==> config.mk <==
export PLATFORM = sky130hd
export DESIGN_NAME = pci_burst_target
export DESIGN_NICKNAME = d
export VERILOG_FILES = /design/src/rtl/pcit_pkg.sv /design/src/rtl/pcit_decode.sv /design/src/rtl/pcit_regfile.sv /design/src/rtl/pcit_ctrl.sv /design/src/rtl/pci_burst_target.sv
export SDC_FILE = /design/constraint.sdc
export NUM_CORES = 1
export LEC_CHECK = 0
export BUFFER_PORTS_ARGS = -buffer_cell sky130_fd_sc_hd__buf_2
export CORE_MARGIN = 5
export CORE_UTILIZATION = 25
export CTS_CLUSTER_DIAMETER = 100
export CTS_CLUSTER_SIZE = 20
export DETAILED_ROUTE_END_ITERATION = 10
export PLACE_DENSITY = 0.37
export SYNTH_ARGS = -nofsm -noshare
export SYNTH_HDL_FRONTEND = slang
export SYNTH_SLANG_ARGS = --single-unit
==> constraint.sdc <==
create_clock -name clk -period 3.2 [get_ports clk]
set_clock_uncertainty 0.05 [all_clocks]
set_input_delay 0.16 -clock clk [delete_from_list [all_inputs] [get_ports clk]]
set_output_delay 0.16 -clock clk [all_outputs]
set_load 0.02 [all_outputs]
==> src/rtl/pcit_pkg.sv <==
package pcit_pkg;

    typedef enum logic [1:0] {
        ST_IDLE = 2'd0,
        ST_TURN = 2'd1,
        ST_XFER = 2'd2,
        ST_SKIP = 2'd3
    } pcit_state_t;

endpackage

==> src/rtl/pcit_decode.sv <==
module pcit_decode #(
    parameter int              BUS_W  = 32,
    parameter int              IDX_W  = 4,
    parameter logic [BUS_W-1:0] BASE  = '0,
    parameter logic [3:0]      CMD_RD = 4'b0110,
    parameter logic [3:0]      CMD_WR = 4'b0111
) (
    input  logic [BUS_W-1:0] addr,
    input  logic [3:0]       cmd,
    output logic             hit,
    output logic             cmd_rd,
    output logic             cmd_wr,
    output logic [IDX_W-1:0] idx
);

    always_comb begin
        hit    = (addr[BUS_W-1:IDX_W] == BASE[BUS_W-1:IDX_W]);
        cmd_rd = (cmd == CMD_RD);
        cmd_wr = (cmd == CMD_WR);
        idx    = addr[IDX_W-1:0];
    end

endmodule

==> src/rtl/pcit_regfile.sv <==
module pcit_regfile #(
    parameter int NWORDS = 16,
    parameter int DATA_W = 32,
    parameter int IDX_W  = 4
) (
    input  logic              clk,
    input  logic              rst_n,
    input  logic              wr_en,
    input  logic [IDX_W-1:0]  wr_idx,
    input  logic [DATA_W-1:0] wr_data,
    input  logic [IDX_W-1:0]  rd_idx,
    output logic [DATA_W-1:0] rd_data
);

    logic [DATA_W-1:0] words [NWORDS];

    for (genvar g = 0; g < NWORDS; g++) begin : g_word
        logic [DATA_W-1:0] word_d;
        logic [DATA_W-1:0] word_q;

        always_comb begin
            word_d = word_q;
            if (wr_en && (wr_idx == IDX_W'(g))) begin
                word_d = wr_data;
            end
        end

        always_ff @(posedge clk or negedge rst_n) begin
            if (!rst_n) begin
                word_q <= '0;
            end else begin
                word_q <= word_d;
            end
        end

        assign words[g] = word_q;
    end

    assign rd_data = words[rd_idx];

    AST_WR_LANDS: assert property (@(posedge clk) disable iff (!rst_n)
        wr_en |=> (words[$past(wr_idx)] == $past(wr_data)))
        else $error("write did not land");

endmodule

==> src/rtl/pcit_ctrl.sv <==
module pcit_ctrl
    import pcit_pkg::*;
#(
    parameter int IDX_W    = 4,
    parameter int WAIT_CYC = 1
) (
    input  logic             clk,
    input  logic             rst_n,
    input  logic             txn_n,
    input  logic             mst_rdy_n,
    input  logic             hit,
    input  logic             cmd_rd,
    input  logic             cmd_wr,
    input  logic [IDX_W-1:0] start_idx,
    output logic             sel_n,
    output logic             rdy_n,
    output logic             oe,
    output logic [IDX_W-1:0] idx,
    output logic             wr_en
);

    localparam int               CNT_W   = (WAIT_CYC < 1) ? 1 : $clog2(WAIT_CYC + 1);
    localparam logic [CNT_W-1:0] WAIT_LD = CNT_W'(WAIT_CYC);
    localparam logic             NO_WAIT = (WAIT_CYC == 0);

    typedef struct packed {
        pcit_state_t      st;
        logic             rd;
        logic [IDX_W-1:0] idx;
        logic [CNT_W-1:0] wcnt;
        logic             sel_n;
        logic             rdy_n;
        logic             oe;
    } ctrl_regs_t;

    ctrl_regs_t r_d;
    ctrl_regs_t r_q;

    always_comb begin
        r_d   = r_q;
        wr_en = 1'b0;
        case (r_q.st)
            ST_IDLE: begin
                if (!txn_n) begin
                    if (hit && (cmd_rd || cmd_wr)) begin
                        r_d.sel_n = 1'b0;
                        r_d.rd    = cmd_rd;
                        r_d.idx   = start_idx;
                        r_d.wcnt  = WAIT_LD;
                        if (cmd_rd) begin
                            r_d.st = ST_TURN;
                        end else begin
                            r_d.st    = ST_XFER;
                            r_d.rdy_n = !NO_WAIT;
                        end
                    end else begin
                        r_d.st = ST_SKIP;
                    end
                end
            end
            ST_TURN: begin
                r_d.oe    = 1'b1;
                r_d.st    = ST_XFER;
                r_d.wcnt  = WAIT_LD;
                r_d.rdy_n = !NO_WAIT;
            end
            ST_XFER: begin
                if (txn_n && mst_rdy_n) begin
                    r_d.st    = ST_IDLE;
                    r_d.sel_n = 1'b1;
                    r_d.rdy_n = 1'b1;
                    r_d.oe    = 1'b0;
                end else if (r_q.rdy_n) begin
                    r_d.wcnt = r_q.wcnt - 1'b1;
                    if (r_q.wcnt == CNT_W'(1)) begin
                        r_d.rdy_n = 1'b0;
                    end
                end else if (!mst_rdy_n) begin
                    wr_en   = !r_q.rd;
                    r_d.idx = r_q.idx + 1'b1;
                    if (txn_n) begin
                        r_d.st    = ST_IDLE;
                        r_d.sel_n = 1'b1;
                        r_d.rdy_n = 1'b1;
                        r_d.oe    = 1'b0;
                    end else begin
                        r_d.wcnt  = WAIT_LD;
                        r_d.rdy_n = !NO_WAIT;
                    end
                end
            end
            ST_SKIP: begin
                if (txn_n && mst_rdy_n) begin
                    r_d.st = ST_IDLE;
                end
            end
            default: r_d.st = ST_IDLE;
        endcase
    end

    always_ff @(posedge clk or negedge rst_n) begin
        if (!rst_n) begin
            r_q <= '{st: ST_IDLE, rd: 1'b0, idx: '0, wcnt: '0,
                     sel_n: 1'b1, rdy_n: 1'b1, oe: 1'b0};
        end else begin
            r_q <= r_d;
        end
    end

    assign sel_n = r_q.sel_n;
    assign rdy_n = r_q.rdy_n;
    assign oe    = r_q.oe;
    assign idx   = r_q.idx;

    AST_RDY_NEEDS_SEL: assert property (@(posedge clk) disable iff (!rst_n)
        !rdy_n |-> !sel_n)
        else $error("ready without select");

    AST_OE_NEEDS_SEL: assert property (@(posedge clk) disable iff (!rst_n)
        oe |-> !sel_n)
        else $error("drive without select");

    AST_SKIP_QUIET: assert property (@(posedge clk) disable iff (!rst_n)
        (r_q.st == ST_SKIP) |-> (sel_n && rdy_n && !oe))
        else $error("ignored transaction driven");

    AST_TURNAROUND: assert property (@(posedge clk) disable iff (!rst_n)
        (r_q.st == ST_IDLE && !txn_n && hit && cmd_rd) |=> (!sel_n && !oe && rdy_n))
        else $error("no turnaround before read drive");

    AST_STALL_HOLDS: assert property (@(posedge clk) disable iff (!rst_n)
        (!rdy_n && mst_rdy_n && !txn_n) |=> ($stable(idx) && !rdy_n))
        else $error("index moved during initiator stall");

    AST_IDX_STEP: assert property (@(posedge clk) disable iff (!rst_n)
        (!rdy_n && !mst_rdy_n) |=> (idx == IDX_W'($past(idx) + 1'b1)))
        else $error("index did not step");

    AST_END_RELEASE: assert property (@(posedge clk) disable iff (!rst_n)
        (!rdy_n && !mst_rdy_n && txn_n) |=> (sel_n && rdy_n && !oe))
        else $error("bus not released after last word");

endmodule

==> src/rtl/pci_burst_target.sv <==
module pci_burst_target #(
    parameter int              BUS_W    = 32,
    parameter int              NWORDS   = 16,
    parameter logic [BUS_W-1:0] BASE    = 32'h0000_0100,
    parameter int              WAIT_CYC = 1,
    parameter logic [3:0]      CMD_RD   = 4'b0110,
    parameter logic [3:0]      CMD_WR   = 4'b0111
) (
    input  logic             clk,
    input  logic             rst_n,
    input  logic             txn_n,
    input  logic             mst_rdy_n,
    input  logic [3:0]       bus_cmd,
    input  logic [BUS_W-1:0] bus_ad_i,
    output logic [BUS_W-1:0] bus_ad_o,
    output logic             bus_ad_oe,
    output logic             slv_sel_n,
    output logic             slv_rdy_n
);

    localparam int IDX_W = $clog2(NWORDS);

    logic             hit;
    logic             cmd_rd;
    logic             cmd_wr;
    logic [IDX_W-1:0] start_idx;
    logic [IDX_W-1:0] cur_idx;
    logic             wr_en;
    logic [BUS_W-1:0] rd_data;

    pcit_decode #(
        .BUS_W  (BUS_W),
        .IDX_W  (IDX_W),
        .BASE   (BASE),
        .CMD_RD (CMD_RD),
        .CMD_WR (CMD_WR)
    ) u_decode (
        .addr   (bus_ad_i),
        .cmd    (bus_cmd),
        .hit    (hit),
        .cmd_rd (cmd_rd),
        .cmd_wr (cmd_wr),
        .idx    (start_idx)
    );

    pcit_ctrl #(
        .IDX_W    (IDX_W),
        .WAIT_CYC (WAIT_CYC)
    ) u_ctrl (
        .clk       (clk),
        .rst_n     (rst_n),
        .txn_n     (txn_n),
        .mst_rdy_n (mst_rdy_n),
        .hit       (hit),
        .cmd_rd    (cmd_rd),
        .cmd_wr    (cmd_wr),
        .start_idx (start_idx),
        .sel_n     (slv_sel_n),
        .rdy_n     (slv_rdy_n),
        .oe        (bus_ad_oe),
        .idx       (cur_idx),
        .wr_en     (wr_en)
    );

    pcit_regfile #(
        .NWORDS (NWORDS),
        .DATA_W (BUS_W),
        .IDX_W  (IDX_W)
    ) u_regs (
        .clk     (clk),
        .rst_n   (rst_n),
        .wr_en   (wr_en),
        .wr_idx  (cur_idx),
        .wr_data (bus_ad_i),
        .rd_idx  (cur_idx),
        .rd_data (rd_data)
    );

    assign bus_ad_o = bus_ad_oe ? rd_data : '0;

endmodule

==> results of run 1 <==
[how the worst max path moves through the flow]
stage,startpoint,endpoint,slack (ns)
5_1_grt,u_ctrl.idx[0]$_DFFE_PN0P_,bus_ad_o[24],-0.05
6_report,u_ctrl.idx[0]$_DFFE_PN0P_,bus_ad_o[14],0.06
2_1_floorplan,u_ctrl.idx[1]$_DFFE_PN0P_,u_regs.g_word[13].word_q[10]$_DFFE_PN0P_,0.84
4_1_cts,u_ctrl.idx[0]$_DFFE_PN0P_,bus_ad_o[8],-0.02
3_3_place_gp,u_ctrl.idx[0]$_DFFE_PN0P_,bus_ad_o[31],0.50
3_5_place_dp,u_ctrl.idx[0]$_DFFE_PN0P_,bus_ad_o[31],0.48
[worst register-to-register path: cells and delay by family, from the launching register on]
kind          cells  cell delay [ns]
mux               1             0.43
flops             1             0.50
fa+ha+maj         1             0.17
simple gates      2             0.34
buf+inv           4             1.04
[power breakdown]
part / switching, W / leakage [nW] / total (W) / internal [W]
Combinational: 0.00329 / 5.26 / 0.00722 / 0.00393
Clock: 0.00240 / 0.427 / 0.00425 / 0.00185
Sequential: 0.000900 / 7.11 / 0.00890 / 0.00800
[registers in the layout, summed over array words and instances, names as in the netlist]
name and count:
u_regs.g_word.word_q 512, u_ctrl.idx 4, u_ctrl.r_q 4, u_ctrl.oe 1, u_ctrl.rdy_n 1, u_ctrl.sel_n 1
[cell families after synthesis]
group,count (synthesis)
buffers and inverters,135
muxes,677
adders and majority gates,10
DFF,523
and+or+nand+nor,93
AOI/OAI and AO/OA,23
[per-layer routing]
layer	share of wire	global-route usage	up-vias
met3	0.024	0.0145	43
met1	0.48	0.195	7417
met4	0.010	0.0180	0
li1	-	-	5652
met5	0	0	-
met2	0.49	0.234	127
[stage by stage]
step	setup slack (ns)	setup TNS (ns)	total power (W)	instances
final	0.0602	0	0.0204	2836
after global routing	-0.0479	-0.427	0.0216	2835
after CTS	-0.0193	-0.0751	0.0208	2835
after detailed placement	0.477	0	0.0163	2750
after global placement	0.495	0	0.0162	2750
after floorplan	0.840	0	0.0138	1461
[Yosys cell counts, types with 2 or more instances]
library cell  count  share of area
buf_1             9         0.0014
clkbuf_1         48         0.0075
o21ai_0           4        0.00084
a21oi_1           3        0.00063
mux2_2          512           0.24
nand3_1           9         0.0019
buf_2            56          0.012
mux4_2          160           0.15
dfrtp_1         521           0.54
nor4_1            6         0.0016
nor2_1            5        0.00078
nor3_1            4        0.00084
o221ai_1          3         0.0011
and2_1           37         0.0097
inv_1            11         0.0017
ha_1              9         0.0047
dfstp_2           2         0.0022
nand2b_1          2        0.00052
mux2i_1           4         0.0017
a32oi_1           2        0.00073
nand2_1          20         0.0031
a31oi_1           4         0.0010
nand4_1           4         0.0010
buf_6            10         0.0047
[repair_timing]
action                     CTS  global route
hold endpoints to repair   461             0
hold buffers                30             0
gates resized for setup      4             5
cloned                       1             0
buffers inserted             6             0
setup endpoints to repair   32            21
pin swaps                    0             1
[cell type report]
cell class                      count  share of cell area
Inverter                           12             0.00168
Multi-Input combinational cell    803               0.374
Timing Repair Buffer              184              0.0602
Antenna cell                        1           0.0000907
Tap cell                         1265              0.0574
Clock buffer                       43              0.0305
Clock inverter                      5             0.00177
Sequential cell                   523               0.475
==> metrics.yaml, run 1 <==
route:
  route.detailed.drc: 0
  first_pass_iters: 4
  num_vias: 13200
  viasPerCell: 4.67
  wirelength_mm: 70.5
  drtIter0Drc: 575
  drtAntennaViolNets: 0
  wire_per_inst_um: 24.8
synthesis:
  synth-compound-area-share: 0.00705
  avgSynthCellArea_um2: 16.4
  ys_types: 40
  yosysWarnings: 0
  synthXorXnorAreaFrac: 0
  seq_area_frac_synth: 0.546
  synthAdderAreaFrac: 0.00512
  synth_cells: 1461
  yosys_register_bits: 523
  synthArstFlopShare: 1.00
  syn_nets: 1510
  synth-simple-area-share: 0.0213
  synth_edf_count: 0
  synth_area_mm2: 0.0240
  synth_top_family_by_area: "multiplexers"
  synth_top_flop_cell: "dfrtp_1"
  yosys-mux-area-fraction: 0.393
clocking:
  ctsHtreeMaxLevel: 1
  cts_made_buffers: 31
  cts.path.max_buffers: 3
  cts_tree: "done"
  path_clk_slew_ns: 0.09
  clock-sinks: 523
  cts_root_buffer: "clkbuf_16"
  insertion_delay_ns: 0.61
placed_design:
  placed_area_mm2: 0.0263
  hpwl_mm: 41.8
  globalplace.congestion: 0.690
  place.port_buffers: 74
worst_setup_path:
  path_max_fanout: 16
  cp_slowest_cell: "mux4_2"
  critPathTopFamily: "multiplexers"
  path_cells: "buf_12 > bufbuf_16 > mux4_2 > mux4_2 > and2_1 > buf_2"
  crit_cells: 6
  r2r_slack_ns: 0.56
  worst_r2r_endpoint: "u_regs.g_word[5].word_q[17]$_DFFE_PN0P_"
  reg2reg_depth: 8
  setup.worst_path.end_class: "primary output"
  slowest_delay_ns: 0.53
  r2r-start: "u_ctrl.idx[0]$_DFFE_PN0P_"
  crit_buf_inv: 3
  worstPathArrival_ns: 2.93
  cp_common_cell: "mux4_2"
  cp-start-kind: "register"
  crit_required_ns: 2.99
  critical_path_class: "reg2out"
pwr:
  p_leak_nw: 12.8
  vdd_drop_max_v: 0.000388
  power.density_mw_per_mm2: 739
final_layout:
  nFillCells: 9548
  layout_common_cells: "517 x dfrtp_1, 512 x mux2_2, 160 x mux4_2"
  syn2layout_area_growth_pct: 15.1
  final_util: 0.290
  regArea_mm2: 0.0131
  final_nets: 1604
  final_common_cell: "dfrtp_1"
  final_area_mm2: 0.0276
  multi_input_area_mm2: 0.0103
  final_layout_size_suffix_gt1_frac: 0.568
floorplan:
  pin_count: 75
  fp.dieH_um: 320
  dieArea_mm2: 0.102
  start_util: 0.252
  core-area_mm2: 0.0950
  die_width_um: 320
  rows: 113
timing:
  final_hold_viol_count: 0
  fin_crit_sh: 0.981
  worst_slew_margin_rel: 0.458
  report.final.slew_viol_count: 0
  rsz0062_at_grt: "yes"
  period_minus_slack_ns: 3.14
  tightestPinTransition_ns: 0.813
  hold_slack_ns: 0.0319
  setup_violations: 0
  max_freq_mhz: 318
min_path:
  whs_path_depth: 2
  hp-start: "bus_ad_i[6]"
  whs_endpoint: "u_regs.g_word[2].word_q[6]$_DFFE_PN0P_"
  hold_class: "in2reg"
status:
  status: "finished, final reports clean"
global_route:
  grt_antenna_before_repair: 2
  grt_pass1_wl_mm: 106
  grt_max_degree: 78
  grt_use_total: 0.137
  grt_pass1_vias: 14700
  grt-ovfl-total: 0
flow_run:
  maxCapViolations: 0
No activity file was read; power rests on OpenSTA's default activity.
==> run 2: changes to the inputs <==
--- a/config.mk
+++ b/config.mk
@@ -7,11 +7,12 @@
 export LEC_CHECK = 0
 export BUFFER_PORTS_ARGS = -buffer_cell sky130_fd_sc_hd__buf_2
 export CORE_MARGIN = 5
-export CORE_UTILIZATION = 25
+export CORE_UTILIZATION = 30
 export CTS_CLUSTER_DIAMETER = 100
 export CTS_CLUSTER_SIZE = 20
 export DETAILED_ROUTE_END_ITERATION = 10
-export PLACE_DENSITY = 0.37
+export PLACE_DENSITY = 0.42
 export SYNTH_ARGS = -nofsm -noshare
 export SYNTH_HDL_FRONTEND = slang
+export SYNTH_HIERARCHICAL = 1
 export SYNTH_SLANG_ARGS = --single-unit
==> run 2 against run 1 <==
Net effect:
- non-clock buffer count is 11 higher
- combinational power decreased by 13%
- register-to-register slack got worse by 0.13 ns
- synthesized cell count rose by 6.3%
- setup slack improved by 0.069 ns
- sequential share of layout area is 0.27 points higher
- critical path type unchanged
==> metrics.yaml, run 2 <==
synthesis:
  synthTopCellsByArea: "dfrtp_1 54%, mux2_2 24%, mux4_2 12%"
  synth_area_mm2: 0.0240  # +0.30%
  synth_top_area_frac: 0.542  # -0.00164
  yosysWarnings: 6  # +6
  synth_cells: 1553  # +6.3%
  synth_edf_count: 0  # unchanged
  ys_types: 48  # +20%
  synthArstFlopShare: 1.00  # unchanged
  syn_nets: 1601  # +6.0%
  yosys_register_bits: 523  # unchanged
  synth_top_cell_by_area: "dfrtp_1"
  synth_top_flop_cell: "dfrtp_1"
  synthTopCellsByCount: "521 x dfrtp_1, 504 x mux2_2, 128 x mux4_2, 67 x a22oi_1, 65 x clkbuf_1"
  seq_area_frac_synth: 0.545  # -0.00165
  synth_most_common_cell: "dfrtp_1"
  avgSynthCellArea_um2: 15.5  # -5.6%
clocking:
  clock-sinks: 523  # unchanged
  cts_made_buffers: 31  # unchanged
  insertion_delay_ns: 0.62  # about the same
  cts.path.max_buffers: 3  # unchanged
  path_clk_slew_ns: 0.09  # about the same
  ctsHtreeMaxLevel: 1  # unchanged
  cts_root_buffer: "clkbuf_16"
  cts_tree: "done"
min_path:
  hold_class: "in2reg"
  whs_path_depth: 2  # unchanged
  hp-start: "bus_ad_i[8]"
  whs_endpoint: "u_regs/g_word[10].word_q[8]$_DFFE_PN0P_"
global_route:
  grt_pass1_vias: 14800  # +0.61%
  grt_max_degree: 98  # +26%
  grt_antenna_before_repair: 4  # +2
  grt_pass1_wl_mm: 101  # -5.0%
  grt-ovfl-total: 0  # unchanged
  grt_use_total: 0.153  # +0.0159
worst_setup_path:
  critical_path_class: "reg2out"
  cp-start-kind: "register"
  crit_required_ns: 2.99  # about the same
  path_max_fanout: 9  # -7
  setup.worst_path.end_class: "primary output"
  r2r_slack_ns: 0.43  # -0.13 ns
  r2r-start: "u_ctrl/r_q[9]$_DFFE_PN0P_"
  worst_r2r_endpoint: "u_regs/g_word[5].word_q[29]$_DFFE_PN0P_"
  reg2reg_depth: 9  # +1
  worstPathArrival_ns: 2.86  # -0.07 ns
final_layout:
  nFillCells: 7691  # -19%
  final_common_cell: "dfrtp_1"
  layout_common_cells: "518 x dfrtp_1, 504 x mux2_2, 128 x mux4_2"
  syn2layout_area_growth_pct: 14.1
  final_util: 0.346  # +0.0557
  largest_reg_flops: 512  # unchanged
  final_area_mm2: 0.0274  # -0.58%
  final_nets: 1686  # +5.1%
  regArea_mm2: 0.0131  # about the same
  final_cells: 2696  # -4.9%
  final_layout_size_suffix_gt1_frac: 0.545  # -0.0229
  multi_input_area_mm2: 0.0104  # +0.75%
  regMostFlops: "u_regs/g_word.word_q"
timing:
  final_hold_viol_count: 0  # unchanged
  hold_slack_ns: 0.0246  # -0.00726 ns
  tightestPinTransition_ns: 0.954  # +0.141 ns
  fin_crit_sh: 0.959  # -0.0217
  max_freq_mhz: 326  # +2.3%
  worst_slew_margin_rel: 0.364  # -0.0939
  report.final.slew_viol_count: 0  # unchanged
  period_minus_slack_ns: 3.07  # -0.0694 ns
  tns_ns: 0  # unchanged
  rsz0062_at_grt: "no"
  setup_violations: 0  # unchanged
route:
  route.detailed.drc: 0  # unchanged
  drtAntennaViolNets: 0  # unchanged
  wire_per_inst_um: 24.5  # -1.4%
  wirelength_mm: 66.1  # -6.2%
  viasPerCell: 5.05  # +8.1%
  drtIter0Drc: 668  # +16%
  num_vias: 13600  # +2.8%
  first_pass_iters: 4  # unchanged
floorplan:
  fp.dieH_um: 293  # -8.3%
  pin_count: 75  # unchanged
  dieArea_mm2: 0.0859  # -16%
  core-area_mm2: 0.0793  # -17%
  die_width_um: 293  # -8.3%
  start_util: 0.303  # +0.0511
  rows: 103  # -8.8%
pwr:
  p_leak_nw: 12.7  # -0.63%
  vdd_drop_max_v: 0.000393  # +1.3%
  power.density_mw_per_mm2: 699  # -5.4%
placed_design:
  placed_area_mm2: 0.0262  # -0.33%
  globalplace.congestion: 0.720  # +4.3%
  hpwl_mm: 40.1  # -4.2%
  place.port_buffers: 74  # unchanged
  placed_cells: 2617  # -4.8%
flow_run:
  maxCapViolations: 0  # unchanged
status:
  status: "finished, final reports clean"
## run 2: cell count changes after synthesis, moves of 8 or more
| cell | previous run | this run |
|---|---|---|
| a22oi_1 | 0 | 67 |
| and2_1 | 37 | 1 |
| and2_2 | 0 | 32 |
| mux4_2 | 160 | 128 |
| nand2_1 | 20 | 43 |
| clkbuf_1 | 48 | 65 |
| nor2_1 | 5 | 18 |
| buf_6 | 10 | 0 |
| mux2_1 | 1 | 11 |
| buf_4 | 0 | 9 |
| mux2_2 | 512 | 504 |
## run 2: area by class of cell
| type | count | share of cell area |
|---|---|---|
| flip-flops and latches | 523 | 0.478 |
| multi-input cells | 881 | 0.379 |
| inverters | 6 | 0.000821 |
| well taps | 1050 | 0.0479 |
| clock buffers | 34 | 0.0291 |
| clock inverters | 6 | 0.00187 |
| diodes | 1 | 0.0000912 |
| repair buffers | 195 | 0.0641 |
## run 2: worst max-delay path by stage
stage                                                   end  cells past startpoint                 startpoint
finish                                         bus_ad_o[28]                      8  u_ctrl/idx[0]$_DFFE_PN0P_
detailed placement                u_ctrl/idx[0]$_DFFE_PN0P_                      8                bus_ad_i[8]
floorplan           u_regs/g_word[3].word_q[10]$_DFFE_PN0P_                      9  u_ctrl/r_q[9]$_DFFE_PN0P_
global placement                  u_ctrl/idx[0]$_DFFE_PN0P_                      8                bus_ad_i[8]
global route                                   bus_ad_o[28]                      7  u_ctrl/idx[0]$_DFFE_PN0P_
CTS                                            bus_ad_o[18]                      7  u_ctrl/idx[0]$_DFFE_PN0P_
## run 2: logic make-up after synthesis
| group | share of synthesized area |
|---|---|
| adders and majority gates | 0.00416 |
| and+or+nand+nor | 0.0305 |
| muxes | 0.363 |
| DFF | 0.545 |
| xor gates and xnor gates | 0.000364 |
| AOI/OAI and AO/OA | 0.0294 |
| buffers and inverters | 0.0280 |
## run 2: timing repair
| item | CTS | global route |
|---|---|---|
| setup endpoints to repair | 16 | 9 |
| resized for setup | 0 | 5 |
| hold buffers | 32 | 0 |
| endpoints found under the hold margin | 510 | 0 |
| cloned | 0 | 0 |
| setup buffers | 6 | 0 |
## run 2: report_power, final
group / leakage (nW) / switching [W] / internal, W
Sequential: 7.10 / 0.000790 / 0.00798
Clock: 0.414 / 0.00232 / 0.00178
Combinational: 5.20 / 0.00305 / 0.00324
## run 2: stage by stage
| stage | total power (W) | setup WS [ns] |
|---|---|---|
| 2_1_floorplan | 0.0130 | 0.770 |
| 3_3_place_gp | 0.0152 | 0.282 |
| 3_5_place_dp | 0.0153 | 0.282 |
| 4_1_cts | 0.0195 | 0.00559 |
| 5_1_grt | 0.0203 | 0.00320 |
| 6_report | 0.0192 | 0.130 |
## run 2: routing by layer
layer	up-vias	part of all wire	GRT usage	routed length [µm]
met3	47	0.030	0.0174	1960
met2	172	0.50	0.261	32700
li1	5905	-	-	-
met5	-	0.00020	0	13
met4	2	0.011	0.0237	734
met1	7482	0.46	0.216	30700
## run 2: critical path: stages (launching register included)
cell	delay, ns
dfrtp_4	0.55
buf_4	0.18
buf_4	0.13
buf_12	0.15
mux4_2	0.51
a22oi_1	0.20
nand2_1	0.15
and2_2	0.22
buf_2	0.15
